## src/rtl/ssm_pkg.sv

```systemverilog
package ssm_pkg;

   typedef enum logic [2:0] {
      ST_IDLE,
      ST_GAP,
      ST_LEAD,
      ST_LOW,
      ST_HIGH,
      ST_FIN
   } ssm_state_e;

   localparam int unsigned FAST_MAX_CODE  = 7;
   localparam int unsigned SCLK_FAST_HZ   = 2_500_000;
   localparam int unsigned SCLK_NORM_HZ   = 1_000_000;
   localparam int unsigned STALL_FAST_US  = 9;
   localparam int unsigned STALL_NORM_US  = 12;
   localparam int unsigned PERIOD_FAST_US = 32;
   localparam int unsigned PERIOD_NORM_US = 42;

   function automatic int unsigned ceil_div(input int unsigned n, input int unsigned d);
      return (n + d - 1) / d;
   endfunction

endpackage

```

## src/rtl/ssm_regime.sv

```systemverilog
module ssm_regime #(
   parameter int unsigned CLK_HZ = 250_000_000,
   parameter int unsigned CODE_W = 8,
   parameter int unsigned CNT_W  = 14
) (
   input  logic              clk,
   input  logic              rst_n,
   input  logic              latch_i,
   input  logic [CODE_W-1:0] code_i,
   output logic [CNT_W-1:0]  half_cyc_o,
   output logic [CNT_W-1:0]  stall_cyc_o,
   output logic [CNT_W-1:0]  period_cyc_o
);
   import ssm_pkg::*;

   localparam int unsigned CYC_US   = ceil_div(CLK_HZ, 1_000_000);
   localparam int unsigned HALF_F   = ceil_div(CLK_HZ, 2 * SCLK_FAST_HZ);
   localparam int unsigned HALF_N   = ceil_div(CLK_HZ, 2 * SCLK_NORM_HZ);
   localparam int unsigned STALL_F  = STALL_FAST_US * CYC_US;
   localparam int unsigned STALL_N  = STALL_NORM_US * CYC_US;
   localparam int unsigned PERIOD_F = PERIOD_FAST_US * CYC_US;
   localparam int unsigned PERIOD_N = PERIOD_NORM_US * CYC_US;

   generate
      if (PERIOD_N >= (1 << CNT_W)) begin : g_bad_width
         $error("ssm_regime: CNT_W too narrow for the normal-regime period");
      end
      if (HALF_F < 1) begin : g_bad_clk
         $error("ssm_regime: clock too slow for the fast SCLK ceiling");
      end
   endgenerate

   logic fast_q;

   always_ff @(posedge clk or negedge rst_n) begin
      if (!rst_n)       fast_q <= 1'b1;
      else if (latch_i) fast_q <= (code_i <= CODE_W'(FAST_MAX_CODE));
   end

   assign half_cyc_o   = fast_q ? CNT_W'(HALF_F)   : CNT_W'(HALF_N);
   assign stall_cyc_o  = fast_q ? CNT_W'(STALL_F)  : CNT_W'(STALL_N);
   assign period_cyc_o = fast_q ? CNT_W'(PERIOD_F) : CNT_W'(PERIOD_N);

   // the regime only moves when a request is latched
   a_r10_regime_held: assert property (@(posedge clk) disable iff (!rst_n)
      !latch_i |=> $stable(fast_q));

endmodule

```

## src/rtl/ssm_gap_timer.sv

```systemverilog
module ssm_gap_timer #(
   parameter int unsigned CNT_W = 14
) (
   input  logic             clk,
   input  logic             rst_n,
   input  logic             cs_fall_i,
   input  logic             cs_rise_i,
   input  logic [CNT_W-1:0] stall_cyc_i,
   input  logic [CNT_W-1:0] period_cyc_i,
   output logic             ready_o
);
   logic [CNT_W-1:0] stall_cnt;
   logic [CNT_W-1:0] per_cnt;

   always_ff @(posedge clk or negedge rst_n) begin
      if (!rst_n) begin
         stall_cnt <= '0;
         per_cnt   <= '0;
      end else begin
         if (cs_rise_i)            stall_cnt <= stall_cyc_i;
         else if (stall_cnt != '0) stall_cnt <= stall_cnt - 1'b1;
         if (cs_fall_i)            per_cnt   <= period_cyc_i;
         else if (per_cnt != '0)   per_cnt   <= per_cnt - 1'b1;
      end
   end

   assign ready_o = (stall_cnt == '0) && (per_cnt == '0);

   // a fresh stall window blocks the next frame in the following cycle
   a_r7_stall_blocks: assert property (@(posedge clk) disable iff (!rst_n)
      (cs_rise_i && stall_cyc_i > CNT_W'(1)) |=> !ready_o);

endmodule

```

## src/rtl/ssm_miso_sync.sv

```systemverilog
module ssm_miso_sync #(
   parameter int unsigned STAGES = 2
) (
   input  logic clk,
   input  logic rst_n,
   input  logic din_i,
   output logic dout_o
);
   generate
      if (STAGES == 0) begin : g_bypass
         assign dout_o = din_i;
      end else begin : g_sync
         logic [STAGES-1:0] q;
         always_ff @(posedge clk or negedge rst_n) begin
            if (!rst_n) q <= '0;
            else begin
               q[0] <= din_i;
               for (int i = 1; i < int'(STAGES); i++) q[i] <= q[i-1];
            end
         end
         assign dout_o = q[STAGES-1];
      end
   endgenerate
endmodule

```

## src/rtl/sensor_spi_master.sv

```systemverilog
module sensor_spi_master #(
   parameter int unsigned CLK_HZ    = 250_000_000,
   parameter int unsigned FRAME_W   = 16,
   parameter int unsigned ADDR_W    = 6,
   parameter int unsigned CODE_W    = 8,
   parameter int unsigned MISO_SYNC = 2
) (
   input  logic                          clk,
   input  logic                          rst_n,
   input  logic [CODE_W-1:0]             smpl_code,
   input  logic [ADDR_W-1:0]             req_addr,
   input  logic [FRAME_W-ADDR_W-2:0]     req_wdata,
   input  logic                          req_write,
   input  logic                          req_start,
   output logic                          busy,
   output logic [FRAME_W-1:0]            rsp_rdata,
   output logic                          rsp_done,
   output logic                          spi_cs_n,
   output logic                          spi_sclk,
   output logic                          spi_mosi,
   input  logic                          spi_miso
);
   import ssm_pkg::*;

   localparam int unsigned DATA_W = FRAME_W - 1 - ADDR_W;
   localparam int unsigned BIT_W  = $clog2(FRAME_W + 1);
   localparam int unsigned CNT_W  = $clog2(PERIOD_NORM_US * ceil_div(CLK_HZ, 1_000_000) + 1);

   generate
      if (FRAME_W < ADDR_W + 2) begin : g_bad_frame
         $error("sensor_spi_master: frame too short for flag, address and payload");
      end
      if (DATA_W < 1) begin : g_bad_data
         $error("sensor_spi_master: payload width must be positive");
      end
   endgenerate

   ssm_state_e         state;
   logic [CNT_W-1:0]   cnt;
   logic [BIT_W-1:0]   bitn;
   logic [FRAME_W-1:0] tx_q;
   logic [FRAME_W-1:0] rx_q;
   logic               cs_q, sclk_q, done_q;
   logic [FRAME_W-1:0] rdata_q;

   logic [CNT_W-1:0]   half_cyc, stall_cyc, period_cyc;
   logic               gap_ready, miso_s;
   logic               accept, launch, finish, phase_end;

   assign accept    = (state == ST_IDLE) && req_start;
   assign launch    = (state == ST_GAP) && gap_ready;
   assign phase_end = (cnt == '0);
   assign finish    = (state == ST_HIGH) && phase_end && (bitn == BIT_W'(FRAME_W));

   ssm_regime #(.CLK_HZ(CLK_HZ), .CODE_W(CODE_W), .CNT_W(CNT_W)) regime_i (
      .clk(clk), .rst_n(rst_n), .latch_i(accept), .code_i(smpl_code),
      .half_cyc_o(half_cyc), .stall_cyc_o(stall_cyc), .period_cyc_o(period_cyc));

   ssm_gap_timer #(.CNT_W(CNT_W)) gap_i (
      .clk(clk), .rst_n(rst_n), .cs_fall_i(launch), .cs_rise_i(finish),
      .stall_cyc_i(stall_cyc), .period_cyc_i(period_cyc), .ready_o(gap_ready));

   ssm_miso_sync #(.STAGES(MISO_SYNC)) sync_i (
      .clk(clk), .rst_n(rst_n), .din_i(spi_miso), .dout_o(miso_s));

   always_ff @(posedge clk or negedge rst_n) begin
      if (!rst_n) begin
         state   <= ST_IDLE;
         cnt     <= '0;
         bitn    <= '0;
         tx_q    <= '0;
         rx_q    <= '0;
         cs_q    <= 1'b1;
         sclk_q  <= 1'b1;
         done_q  <= 1'b0;
         rdata_q <= '0;
      end else begin
         done_q <= 1'b0;
         unique case (state)
            ST_IDLE: if (req_start) begin
               tx_q  <= {req_write, req_addr, req_wdata};
               state <= ST_GAP;
            end
            ST_GAP: if (gap_ready) begin
               cs_q  <= 1'b0;
               cnt   <= half_cyc - 1'b1;
               bitn  <= '0;
               state <= ST_LEAD;
            end
            ST_LEAD: if (phase_end) begin
               sclk_q <= 1'b0;
               cnt    <= half_cyc - 1'b1;
               state  <= ST_LOW;
            end else cnt <= cnt - 1'b1;
            ST_LOW: if (phase_end) begin
               sclk_q <= 1'b1;
               rx_q   <= {rx_q[FRAME_W-2:0], miso_s};
               bitn   <= bitn + 1'b1;
               cnt    <= half_cyc - 1'b1;
               state  <= ST_HIGH;
            end else cnt <= cnt - 1'b1;
            ST_HIGH: if (phase_end) begin
               cnt <= half_cyc - 1'b1;
               if (bitn == BIT_W'(FRAME_W)) begin
                  cs_q  <= 1'b1;
                  state <= ST_FIN;
               end else begin
                  sclk_q <= 1'b0;
                  tx_q   <= {tx_q[FRAME_W-2:0], 1'b0};
                  state  <= ST_LOW;
               end
            end else cnt <= cnt - 1'b1;
            ST_FIN: begin
               done_q  <= 1'b1;
               rdata_q <= rx_q;
               state   <= ST_IDLE;
            end
            default: state <= ST_IDLE;
         endcase
      end
   end

   assign busy      = (state != ST_IDLE);
   assign rsp_rdata = rdata_q;
   assign rsp_done  = done_q;
   assign spi_cs_n  = cs_q;
   assign spi_sclk  = sclk_q;
   assign spi_mosi  = tx_q[FRAME_W-1];

   // clock parked high outside a frame
   a_r3_sclk_idle_high: assert property (@(posedge clk) disable iff (!rst_n)
      spi_cs_n |-> spi_sclk);
   // data steady across every rising edge
   a_r3_mosi_steady: assert property (@(posedge clk) disable iff (!rst_n)
      $rose(spi_sclk) |-> $stable(spi_mosi));
   // chip select only falls once the gap timers released it
   a_r7_gap_respected: assert property (@(posedge clk) disable iff (!rst_n)
      $fell(spi_cs_n) |-> $past(gap_ready));
   // completion is a single pulse
   a_r8_done_single: assert property (@(posedge clk) disable iff (!rst_n)
      rsp_done |=> !rsp_done);
   // completion follows chip-select rise by one clock
   a_r8_done_after_cs: assert property (@(posedge clk) disable iff (!rst_n)
      rsp_done |-> (spi_cs_n && $past(spi_cs_n) && !$past(spi_cs_n, 2) && !busy));
   // never idle with chip select low
   a_r9_busy_in_frame: assert property (@(posedge clk) disable iff (!rst_n)
      !spi_cs_n |-> busy);

endmodule

```

## config.mk

```make
export PLATFORM = sky130hd
export DESIGN_NAME = sensor_spi_master
export DESIGN_NICKNAME = d
export VERILOG_FILES = /design/src/rtl/ssm_pkg.sv /design/src/rtl/ssm_regime.sv /design/src/rtl/ssm_gap_timer.sv /design/src/rtl/ssm_miso_sync.sv /design/src/rtl/sensor_spi_master.sv
export SDC_FILE = /design/constraint.sdc
export NUM_CORES = 1
export LEC_CHECK = 0
export BUFFER_PORTS_ARGS = -buffer_cell sky130_fd_sc_hd__buf_4
export CORE_UTILIZATION = 35
export CTS_BUF_LIST = sky130_fd_sc_hd__clkbuf_4 sky130_fd_sc_hd__clkbuf_8 sky130_fd_sc_hd__clkbuf_16
export CTS_CLUSTER_DIAMETER = 30
export CTS_CLUSTER_SIZE = 20
export DETAILED_ROUTE_END_ITERATION = 12
export PLACE_DENSITY = 0.5
export REMOVE_ABC_BUFFERS = 1
export SYNTH_ARGS = -nofsm -noshare
export SYNTH_HDL_FRONTEND = slang
export SYNTH_SLANG_ARGS = --single-unit
```

## constraint.sdc

```tcl
create_clock -name clk -period 3.45 [get_ports clk]
set_clock_uncertainty 0.15 [all_clocks]
set_input_delay 0.1725 -clock clk [delete_from_list [all_inputs] [get_ports clk]]
set_output_delay 0.1725 -clock clk [all_outputs]
set_load 0.02 [all_outputs]
```

==> metrics.csv, run 1 <==
metric,value,unit
crit path max fanout,8,
Post-Synth Adder-Cell Area,1.27,%
number of vias per cell,5.25,
Clock power frac,29.0,%
Post-DRT Antenna Nets,0,
slew margin rel.,48.5,%
Gate power share,22.3,%
RSZ-0062 raised after global routing,false,
first-pass GRT wire length,17900,µm
Yosys Warn Count,0,
number of synthesized register bits,104,
Worst Tran Pin Value,0.766,ns
GP Congestion,0.787,
Mapped Avg Cell Area,10.5,µm²
Worst Setup End Kind,flop,
XOR/XNOR Fraction of Synth Area,3.02,%
f_max,389,MHz
DRT iter0 DRCs,173,
"most common cell after layout, fill and taps aside",dfrtp_1,
R2R Setup Slk,0.88,ns
min Tclk post-route,2.57,ns
Synth async-reset ratio,100,%
leak pwr,0.00279,µW
CTS H-tree lvls,3,
Power Internal,2380,µW
worst hold-check path type,in -> reg,
Die ar.,0.0146,mm²
Global Route Usage Sum,15.7,%
area grow syn2layout,21.3,%
FILL cells,1321,
switching power,1130,µW
Die Y,121,µm
setup violators final,0,
Core Footprint,0.0138,mm²
maximum VDD drop,0.255,mV
die width,121,µm
status,"finished, final reports clean",
sequential cell area,0.00261,mm²
I/O pin cnt,49,
DR pass1 iterations,4,
complex-gate fraction of the synthesized area,12.9,%
cells after synthesis,469,
worst setup path end,bitn[4],
post-layout net count,567,
crit path launch type,flop,
routed len/inst,14.5,µm
Hold Slack,0.123,ns
R2R depth,7,
mux contribution to synthesized area,7.92,%
Final Instance Area,0.00598,mm²
Net Sw Frac,32.2,%
dpl cell area,0.00549,mm²
critical path class,reg -> reg,
Post-Route WL,10500,µm
Multi-input gate area,0.00219,mm²
"CTS clk-pin slew, worst paths",0.08,ns
Final period util,74.5,%
Yosys top cell by area,dfrtp_1,
simple-gate share of the synthesized area,19.2,%
sequential share of the synthesized area,52.9,%
post-synth cell types,56,
"Core Util, Final",43.3,%
CTS tree,yes,
PwrDens,588,mW/mm²
TNS Setup,0,ns
top_reg_cell synth,dfrtp_1,
Core Rows,43,
initial antenna violation count,0,
CTS Root Cell,clkbuf_16,
sequential share of power,48.6,%
data required time of the critical path,3.54,ns
largest family of logic cells by synthesized area,simple AND/OR/NAND/NOR gates,
Slew Limit Fails,0,
input/output buffers,45,
DR vias,3772,
top post-synthesis cells by area,"dfrtp_1 (51%), mux2_2 (7.3%), a21oi_1 (3.5%)",
vias in the first global route,3697,
number of synthesized flops with an enable pin,0,
reg-to-reg endpoint,bitn[4],
initial core utilization,35.7,%
final hold vios,0,
crit path DAT,2.66,ns
GR Overflow Total,0,
most frequent cells in the layout,"dfrtp_1 (101), buf_4 (56), nor2_1 (43)",
Max clock buf depth,2,
drt drc,0,
Synth top area share,51.3,%
CTS Buf Count,9,
synthesized area,0.00493,mm²
fraction of layout instances using a drive strength above 1,22.6,%
# Max-Cap Violations,0,
Clock Latency Late Sink,0.36,ns
Worst R2R Start,gap_i.per_cnt[0],
cts repair resizes,0,
ant diodes,0,
hpwl dp,6970,µm
CTS sink count,104,
largest net degree at the start of global routing,61,
crit path launch,gap_i.per_cnt[0],
-- flip-flops by register name, summed over array words and instances (netlist names) --
register	count
tx_q	16
spi_cs_n	1
cnt	14
rsp_rdata	16
rsp_done	1
gap_i.per_cnt	14
gap_i.stall_cnt	14
bitn	5
regime_i.fast_q	1
sync_i.g_sync.q	2
state	3
spi_sclk	1
rx_q	16
-- layout make-up --
| type | instances | area share (%) |
|---|---|---|
| flip-flops and latches | 104 | 43.6 |
| multi-input cells | 330 | 36.5 |
| repair buffers | 76 | 10.4 |
| clock buffers | 9 | 3.76 |
| well taps | 180 | 3.76 |
| clock inverters | 7 | 1.17 |
| inverters | 13 | 0.816 |
-- cell usage after synthesis, drive strengths merged (2+ instances only) --
cell type and count:
or3 7, o31ai 9, o211ai 2, nand2b 8, nor2 43, ha 5, nor2b 8, xor2 5
nand3b 3, or4 6, nor3 19, a21oi 34, or2 5, and3 3, nand2 26, and2 2
dfstp 3, xnor2 12, inv 13, mux2 32, o21ai 12, o22ai 21, a211o 2, nand4 6
o2bb2ai 2, mux2i 3, nand3 12, nor4 11, dfrtp 101, clkbuf 17, a211oi 5, and4 2
buf 5, a31oi 3, nor3b 6
-- cells by family (layout without fill, tap and decap cells) --
logic type                 Yosys count  after routing
muxes                               35             35
AOI/OAI and AO/OA                  101            101
DFF                                104            104
buffers and inverters               35            105
and+or+nand+nor                    172            172
xor gates and xnor gates            17             17
adders and majority gates            5              5
-- timing repair --
action | 4_1_cts | 5_1_grt
buffers inserted | 0 | 0
hold buffers | 20 | 0
endpoints found under the hold margin | 75 | 0
-- metrics by stage --
stage / setup WS [ns] / power [µW] / std cells
3_3_place_gp: 0.903 / 2470 / 683
2_1_floorplan: 0.518 / 2290 / 447
6_report: 0.879 / 3520 / 719
4_1_cts: 0.845 / 3570 / 719
5_1_grt: 0.644 / 3750 / 719
3_5_place_dp: 0.863 / 2500 / 683
-- worst min path at each step --
stage	from	endpoint	slack (ns)	depth (start not counted)
detailed placement	spi_miso	sync_i.g_sync.q[0]	0.14	1
global placement	spi_miso	sync_i.g_sync.q[0]	0.13	1
finish	req_start	state[1]	0.12	4
floorplan	rst_n	bitn[0]	-0.27	0
global route	req_start	state[1]	0.18	4
CTS	req_start	state[1]	0.11	4
-- layer usage --
metal | up-vias | GRT usage [%] | part of all wire, %
li1 | 1845 | - | -
met1 | 1853 | 20.7 | 48
met2 | 58 | 25.0 | 46
met3 | 16 | 2.88 | 3.6
met4 | 0 | 7.56 | 2.2
met5 | - | 0 | 0
-- power by group through the flow --
stage	logic (µW)	registers, µW	clock network, µW
after floorplan	590	1700	0
after global placement	754	1720	0
after detailed placement	774	1730	0
after CTS	793	1710	1060
after global routing	885	1750	1110
final	785	1710	1020
-- worst max-delay path, stage by stage (launching register included) --
cell and delay, ns:
dfrtp_1 0.40, inv_1 0.08, ha_1 0.21, nor3b_1 0.40, nand4b_4 0.22, or3_1 0.47
and3_1 0.18, or3_1 0.36
Power figures use the tool's default switching activity.
==> run 2, diff against run 1 <==
--- a/config.mk
+++ b/config.mk
@@ -5,13 +5,14 @@
 export SDC_FILE = /design/constraint.sdc
 export NUM_CORES = 1
 export LEC_CHECK = 0
+export ABC_AREA = 1
 export BUFFER_PORTS_ARGS = -buffer_cell sky130_fd_sc_hd__buf_4
 export CORE_UTILIZATION = 35
 export CTS_BUF_LIST = sky130_fd_sc_hd__clkbuf_4 sky130_fd_sc_hd__clkbuf_8 sky130_fd_sc_hd__clkbuf_16
 export CTS_CLUSTER_DIAMETER = 30
 export CTS_CLUSTER_SIZE = 20
 export DETAILED_ROUTE_END_ITERATION = 12
-export PLACE_DENSITY = 0.5
+export PLACE_DENSITY = 0.52
 export REMOVE_ABC_BUFFERS = 1
 export SYNTH_ARGS = -nofsm -noshare
 export SYNTH_HDL_FRONTEND = slang
==> constraint.sdc (replaced) <==
create_clock -name clk -period 2.2 [get_ports clk]
set_clock_uncertainty 0.15 [all_clocks]
set_input_delay 0.11 -clock clk [delete_from_list [all_inputs] [get_ports clk]]
set_output_delay 0.11 -clock clk [all_outputs]
set_load 0.02 [all_outputs]
==> run 2 against run 1 <==
Power rose by 78%. Sequential power rose by 51%. Global-route usage fell by 0.49 points. Non-clock buffer count rose by 1. Wire length rose by 1.6%. Count of clock-buffer cells in the layout rose by 2. Final area rose by 4.9%. Clock power rose by 59%. Synthesized cell count rose by 33%. Worst hold slack got worse by 0.085 ns. Maximum frequency rose by 25%. Critical path type unchanged.
==> metrics.csv, run 2 <==
metric,value,unit,change
CTS Root Cell,clkbuf_16,,
input/output buffers,45,,unchanged
Max clock buf depth,2,,unchanged
data required time of the critical path,2.34,ns,-1.20 ns
die width,124,µm,+2.5%
fraction of layout instances using a drive strength above 1,17.1,%,-5.6 points
Synth async-reset ratio,100,%,unchanged
number of vias per cell,4.63,,-12%
leak pwr,0.00310,µW,+11%
DR pass1 iterations,4,,unchanged
Multi-input gate area,0.00212,mm²,-3.2%
top_reg_cell synth,dfrtp_1,,
post-layout net count,731,,+29%
Yosys Warn Count,0,,unchanged
number of synthesized register bits,104,,unchanged
Final period util,93.6,%,+19 points
PwrDens,997,mW/mm²,+70%
min Tclk post-route,2.06,ns,-0.513 ns
most frequent CP cell,nand2_1,,
slew margin rel.,48.7,%,+0.19 points
Post-DRT Antenna Nets,0,,unchanged
ant diodes,0,,unchanged
GR Overflow Total,0,,unchanged
Core Rows,44,,+2.3%
Clock Latency Late Sink,0.35,ns,about the same
worst hold-check path type,in -> reg,,
critical path depth,10,,+3
cells after synthesis,625,,+33%
Post-Route WL,10600,µm,+1.6%
DRT iter0 DRCs,272,,+57%
Slew Limit Fails,0,,unchanged
CTS sink count,104,,unchanged
Hold Crit Depth,4,,unchanged
FILL cells,1420,,+7.5%
CTS H-tree lvls,3,,unchanged
routed len/inst,12.0,µm,-18%
Setup WS post-layout,0.142,ns,-0.737 ns
sequential share of the synthesized area,50.3,%,-2.6 points
CTS Buf Count,9,,unchanged
Mapped Avg Cell Area,8.30,µm²,-21%
initial core utilization,35.8,%,+0.16 points
commonest cells in the netlist,"nand2_1 (138), dfrtp_1 (101), o21ai_0 (91)",,
vias in the first global route,3774,,+2.1%
WP buf/inv,1,,unchanged
synthesized area,0.00518,mm²,+5.2%
I/O pin cnt,49,,unchanged
status,"finished, final reports clean",,
first-pass GRT wire length,18000,µm,about the same
overall power,6260,µW,+78%
crit path DAT,2.20,ns,-0.46 ns
Yosys top cell by area,dfrtp_1,,
largest net degree at the start of global routing,46,,-25%
# Max-Cap Violations,0,,unchanged
RSZ-0062 raised after global routing,false,,
Worst Tran Pin Value,0.768,ns,+0.00221 ns
initial antenna violation count,0,,unchanged
f_max,486,MHz,+25%
R2R depth,10,,+3
number of synthesized flops with an enable pin,0,,unchanged
"Slowest-stage cell, CP",dfrtp_1,,
Core Footprint,0.0145,mm²,+4.7%
top post-synthesis cells by area,"dfrtp_1 (49%), nand2_1 (10%), o21ai_0 (8.8%)",,
CTS tree,yes,,
crit path launch type,flop,,
Global Route Usage Sum,15.3,%,-0.49 points
Synth top area share,48.7,%,-2.5 points
maximum VDD drop,0.524,mV,+110%
Place WS,0.172,ns,-0.692 ns
setup violators final,0,,unchanged
hpwl dp,7390,µm,+6.1%
Die Y,124,µm,+2.5%
sequential cell area,0.00261,mm²,unchanged
GP Congestion,0.810,,+2.9%
Max stage delay on crit path,0.38,ns,-0.09 ns
TNS Setup,0,ns,unchanged
Die ar.,0.0153,mm²,+5.1%
"most common cell after layout, fill and taps aside",nand2_1,,
area grow syn2layout,21.1,%,
post-synth cell types,39,,-30%
DR vias,4111,,+9.0%
Top delay family on crit path,simple AND/OR/NAND/NOR gates,,
most frequent cells in the layout,"nand2_1 (138), dfrtp_1 (101), o21ai_0 (91)",,
final hold vios,0,,unchanged
drt drc,0,,unchanged
worst path cell trace,"inv_1, ha_2, nand2_2, nor2_2, nand2_4, nand2_1, nand2_1, o21ai_0, nand2_1, o21ai_2",,
"CTS clk-pin slew, worst paths",0.07,ns,about the same
crit path max fanout,14,,+6
Worst Setup End Kind,flop,,
top-count cell post-synth,nand2_1,,
critical path class,reg -> reg,,
run 2: cell types whose count changed after synthesis, moves of 9 or more:
cell,change
o21ai_0,+80
nand2_2,+9
inv_1,+74
nand3_1,+18
mux2_2,-32
clkbuf_1,-12
inv_2,+12
nor3_1,-11
nand2_1,+112
o22ai_1,-19
a21oi_1,-26
run 2: report_power, final:
| group | internal, µW | switching, µW | total (µW) |
|---|---|---|---|
| clock network | 849 | 767 | 1620 |
| registers | 2330 | 262 | 2590 |
| logic | 733 | 1320 | 2050 |
| total | 3910 | 2350 | 6260 |
run 2: per-stage QoR:
stage	utilization, %	cell area [µm²]	hold slack [ns]	instances
floorplan	-	5080	-0.336	610
global placement	39.8	5760	0.0135	850
detailed placement	39.8	5760	0.0122	850
CTS	43.3	6270	0.0400	887
global route	43.4	6280	0.0573	887
finish	43.4	6280	0.0375	887
run 2: logic make-up after synthesis:
group                    count (synthesis)  share of synthesized area (%)
XOR/XNOR                                17                           2.87
adder cells (fa/ha/maj)                  5                           1.21
flip-flops                             104                           50.3
buffers and inverters                  114                           9.15
AND/OR/NAND/NOR                        261                           23.6
AO/OA/AOI/OAI                          124                           13.0
run 2: routing by layer:
layer	global-route usage, %	share of wire (%)
met5	0	0
met4	7.00	2.2
met3	3.53	3.2
met2	23.6	46
met1	20.3	49
run 2: worst register-to-register path: stages (launching register included):
cell and delay [ns]:
dfrtp_1 0.38, inv_1 0.13, ha_2 0.23, nand2_2 0.09, nor2_2 0.19, nand2_4 0.16, nand2_1 0.27, nand2_1 0.14
o21ai_0 0.11, nand2_1 0.09, o21ai_2 0.06
run 2: worst paths after layout:
kind / from / endpoint / slack, ns
max: cnt[0] / cnt[0] / 0.14
min: req_start / regime_i.fast_q / 0.04
max reg2reg: cnt[0] / cnt[0] / 0.14
min reg2reg: sync_i.g_sync.q[0] / sync_i.g_sync.q[1] / 0.22
max in group asynchronous: rst_n / tx_q[3] / 1.03
min in group asynchronous: rst_n / rsp_rdata[4] / 0.14
run 2: layout make-up:
class / count / area share (%)
clock buffers: 11 / 4.03
clock inverters: 5 / 0.718
inverters: 99 / 5.92
multi-input cells: 407 / 33.7
flip-flops and latches: 104 / 41.5
well taps: 184 / 3.67
repair buffers: 77 / 10.4
run 2: timing repair:
item | 4_1_cts | 5_1_grt
hold buffers | 21 | 0
endpoints found under the hold margin | 59 | 0
setup endpoints to repair | 0 | 7
gates resized for setup | 0 | 2
setup buffers | 0 | 0
==> run 3, diff against run 2 <==
--- a/config.mk
+++ b/config.mk
@@ -13,6 +13,7 @@
 export CTS_CLUSTER_SIZE = 20
 export DETAILED_ROUTE_END_ITERATION = 12
 export PLACE_DENSITY = 0.52
+export RECOVER_POWER = 25
 export REMOVE_ABC_BUFFERS = 1
 export SYNTH_ARGS = -nofsm -noshare
 export SYNTH_HDL_FRONTEND = slang
==> run 3 against run 2 <==
Via count about the same. Sequential power about the same. Combinational power about the same. Utilization down 0.20 points. Sequential share of layout area up 0.19 points. Highest routed layer unchanged.
==> metrics.csv, run 3 (synthesized netlist as in run 2, its figures left out) <==
metric,value,unit,change
total setup buffers inserted after CTS,0,,unchanged
hold_sp,req_start,,
Core Rows,44,,unchanged
drt drc,0,,unchanged
worst hold-check path type,in -> reg,,
DRT iter0 DRCs,271,,-0.37%
sequential cell area,0.00261,mm²,unchanged
Hold Slack,0.0377,ns,+0.000223 ns
Max clock buf depth,2,,unchanged
area grow syn2layout,20.5,%,
TNS Setup,0,ns,unchanged
Worst R2R Start,cnt[0],,
number of vias per cell,4.63,,about the same
hpwl dp,7390,µm,unchanged
Slew Limit Fails,0,,unchanged
Net Sw Frac,37.5,%,about the same
Die Y,124,µm,unchanged
R2R Setup Slk,0.14,ns,about the same
"most common cell after layout, fill and taps aside",nand2_1,,
setup violators final,0,,unchanged
Global Route Usage Sum,15.3,%,unchanged
switching power,2350,µW,about the same
Post-Route WL,10600,µm,+0.11%
reg-to-reg endpoint,cnt[0],,
R2R depth,10,,unchanged
Post-DRT Antenna Nets,0,,unchanged
min Tclk post-route,2.06,ns,+0.00176 ns
Clock power frac,25.8,%,about the same
GR Overflow Total,0,,unchanged
most frequent cells in the layout,"nand2_1 (138), dfrtp_1 (101), o21ai_0 (91)",,
DR vias,4109,,-0.049%
I/O pin cnt,49,,unchanged
maximum VDD drop,0.522,mV,-0.39%
largest net degree at the start of global routing,46,,unchanged
Hold Crit Depth,4,,unchanged
"CTS clk-pin slew, worst paths",0.07,ns,about the same
Multi-input gate area,0.00212,mm²,unchanged
leak pwr,0.00307,µW,-0.97%
initial core utilization,35.8,%,unchanged
f_max,485,MHz,about the same
# Max-Cap Violations,0,,unchanged
most frequent CP cell,nand2_1,,
post-layout net count,731,,unchanged
Place WS,0.172,ns,unchanged
slew margin rel.,24.7,%,-24 points
Max stage delay on crit path,0.38,ns,about the same
sequential share of power,41.4,%,about the same
final hold vios,0,,unchanged
"non-filler cells, final",887,,unchanged
vias in the first global route,3774,,unchanged
first-pass GRT wire length,18000,µm,unchanged
critical path depth,10,,unchanged
crit path DAT,2.20,ns,about the same
Clock Latency Late Sink,0.35,ns,about the same
Power Internal,3910,µW,about the same
RSZ-0062 raised after global routing,false,,
Final period util,93.6,%,about the same
PwrDens,1000,mW/mm²,+0.43%
crit path launch type,flop,,
data required time of the critical path,2.34,ns,about the same
DP Cell Count,850,,unchanged
crit path max fanout,14,,unchanged
ant diodes,0,,unchanged
CTS Root Cell,clkbuf_16,,
Worst Setup End Kind,flop,,
"Slowest-stage cell, CP",dfrtp_1,,
FILL cells,1433,,+0.92%
DR pass1 iterations,4,,unchanged
critical path class,reg -> reg,,
Die ar.,0.0153,mm²,unchanged
WP buf/inv,1,,unchanged
CTS H-tree lvls,3,,unchanged
initial antenna violation count,0,,unchanged
hold endpoint,regime_i.fast_q,,
Gate power share,32.8,%,about the same
Worst Tran Pin Value,1.13,ns,+0.360 ns
CTS sink count,104,,unchanged
Core Footprint,0.0145,mm²,unchanged
input/output buffers,45,,unchanged
CTS tree,yes,,
status,"finished, final reports clean",,
overall power,6260,µW,about the same
Top delay family on crit path,simple AND/OR/NAND/NOR gates,,
GP Congestion,0.810,,unchanged
Setup WS post-layout,0.140,ns,-0.00177 ns
CTS Buf Count,9,,unchanged
die width,124,µm,unchanged
worst path cell trace,"inv_1, ha_2, nand2_2, nor2_2, nand2_4, nand2_1, nand2_1, o21ai_0, nand2_1, o21ai_2",,
fraction of layout instances using a drive strength above 1,16.1,%,-1.0 points
routed len/inst,12.0,µm,+0.11%
==> run 3: cell count changes in the layout (fill, tap and decap cells not counted) <==
cell	delta
clkbuf_2	+1
buf_4	-9
clkbuf_1	+7
clkbuf_4	+1
==> run 3: how the worst max path moves through the flow <==
stage | endpoint | slack (ns) | from
after floorplan | bitn[4] | 0.30 | cnt[0]
after global routing | state[2] | 0.008 | gap_i.per_cnt[1]
final | cnt[0] | 0.14 | cnt[0]
after global placement | cnt[6] | 0.19 | gap_i.stall_cnt[0]
after detailed placement | cnt[3] | 0.17 | gap_i.stall_cnt[0]
after CTS | regime_i.fast_q | 0.13 | state[0]
==> run 3: what timing repair did <==
| item | CTS | global route |
|---|---|---|
| endpoints found under the setup margin | 0 | 7 |
| hold buffers | 21 | 0 |
| hold endpoints to repair | 59 | 0 |
| resized for setup | 0 | 2 |
==> run 3: cell type report <==
type                            instances  share of cell area (%)
Sequential cell                       104                    41.7
Tap cell                              184                    3.68
Multi-Input combinational cell        407                    33.9
Inverter                               99                    5.95
Timing Repair Buffer                   77                    10.0
Clock buffer                           11                    4.04
Clock inverter                          5                   0.721
==> run 3: per-layer routing <==
| layer | GRT usage (%) | share of wire, % | vias to the layer above |
|---|---|---|---|
| met2 | 23.6 | 46 | 55 |
| met1 | 20.3 | 49 | 1898 |
| met3 | 3.53 | 3.1 | 13 |
| li1 | - | - | 2143 |
| met4 | 7.00 | 2.2 | 0 |
| met5 | 0 | 0 | - |
==> run 3: through the flow <==
stage	cell area, µm²	util (%)
floorplan	5080	-
global placement	5760	39.8
detailed placement	5760	39.8
CTS	6270	43.3
global route	6250	43.2
finish	6250	43.2
==> run 3: power groups by stage <==
stage / clock [µW] / combinational [µW] / sequential, µW
after floorplan: 0 / 1460 / 2590
after global routing: 1740 / 2370 / 2650
after detailed placement: 0 / 2010 / 2630
after global placement: 0 / 1980 / 2620
final: 1610 / 2050 / 2590
after CTS: 1690 / 2060 / 2600
==> run 3: worst reg2reg max path: cells and delay by family, from the launching register on <==
family / cells / cell delay [ns]
simple gates: 6 / 0.94
flops: 1 / 0.38
fa+ha+maj: 1 / 0.23
compound gates: 2 / 0.17
buf+inv: 1 / 0.13
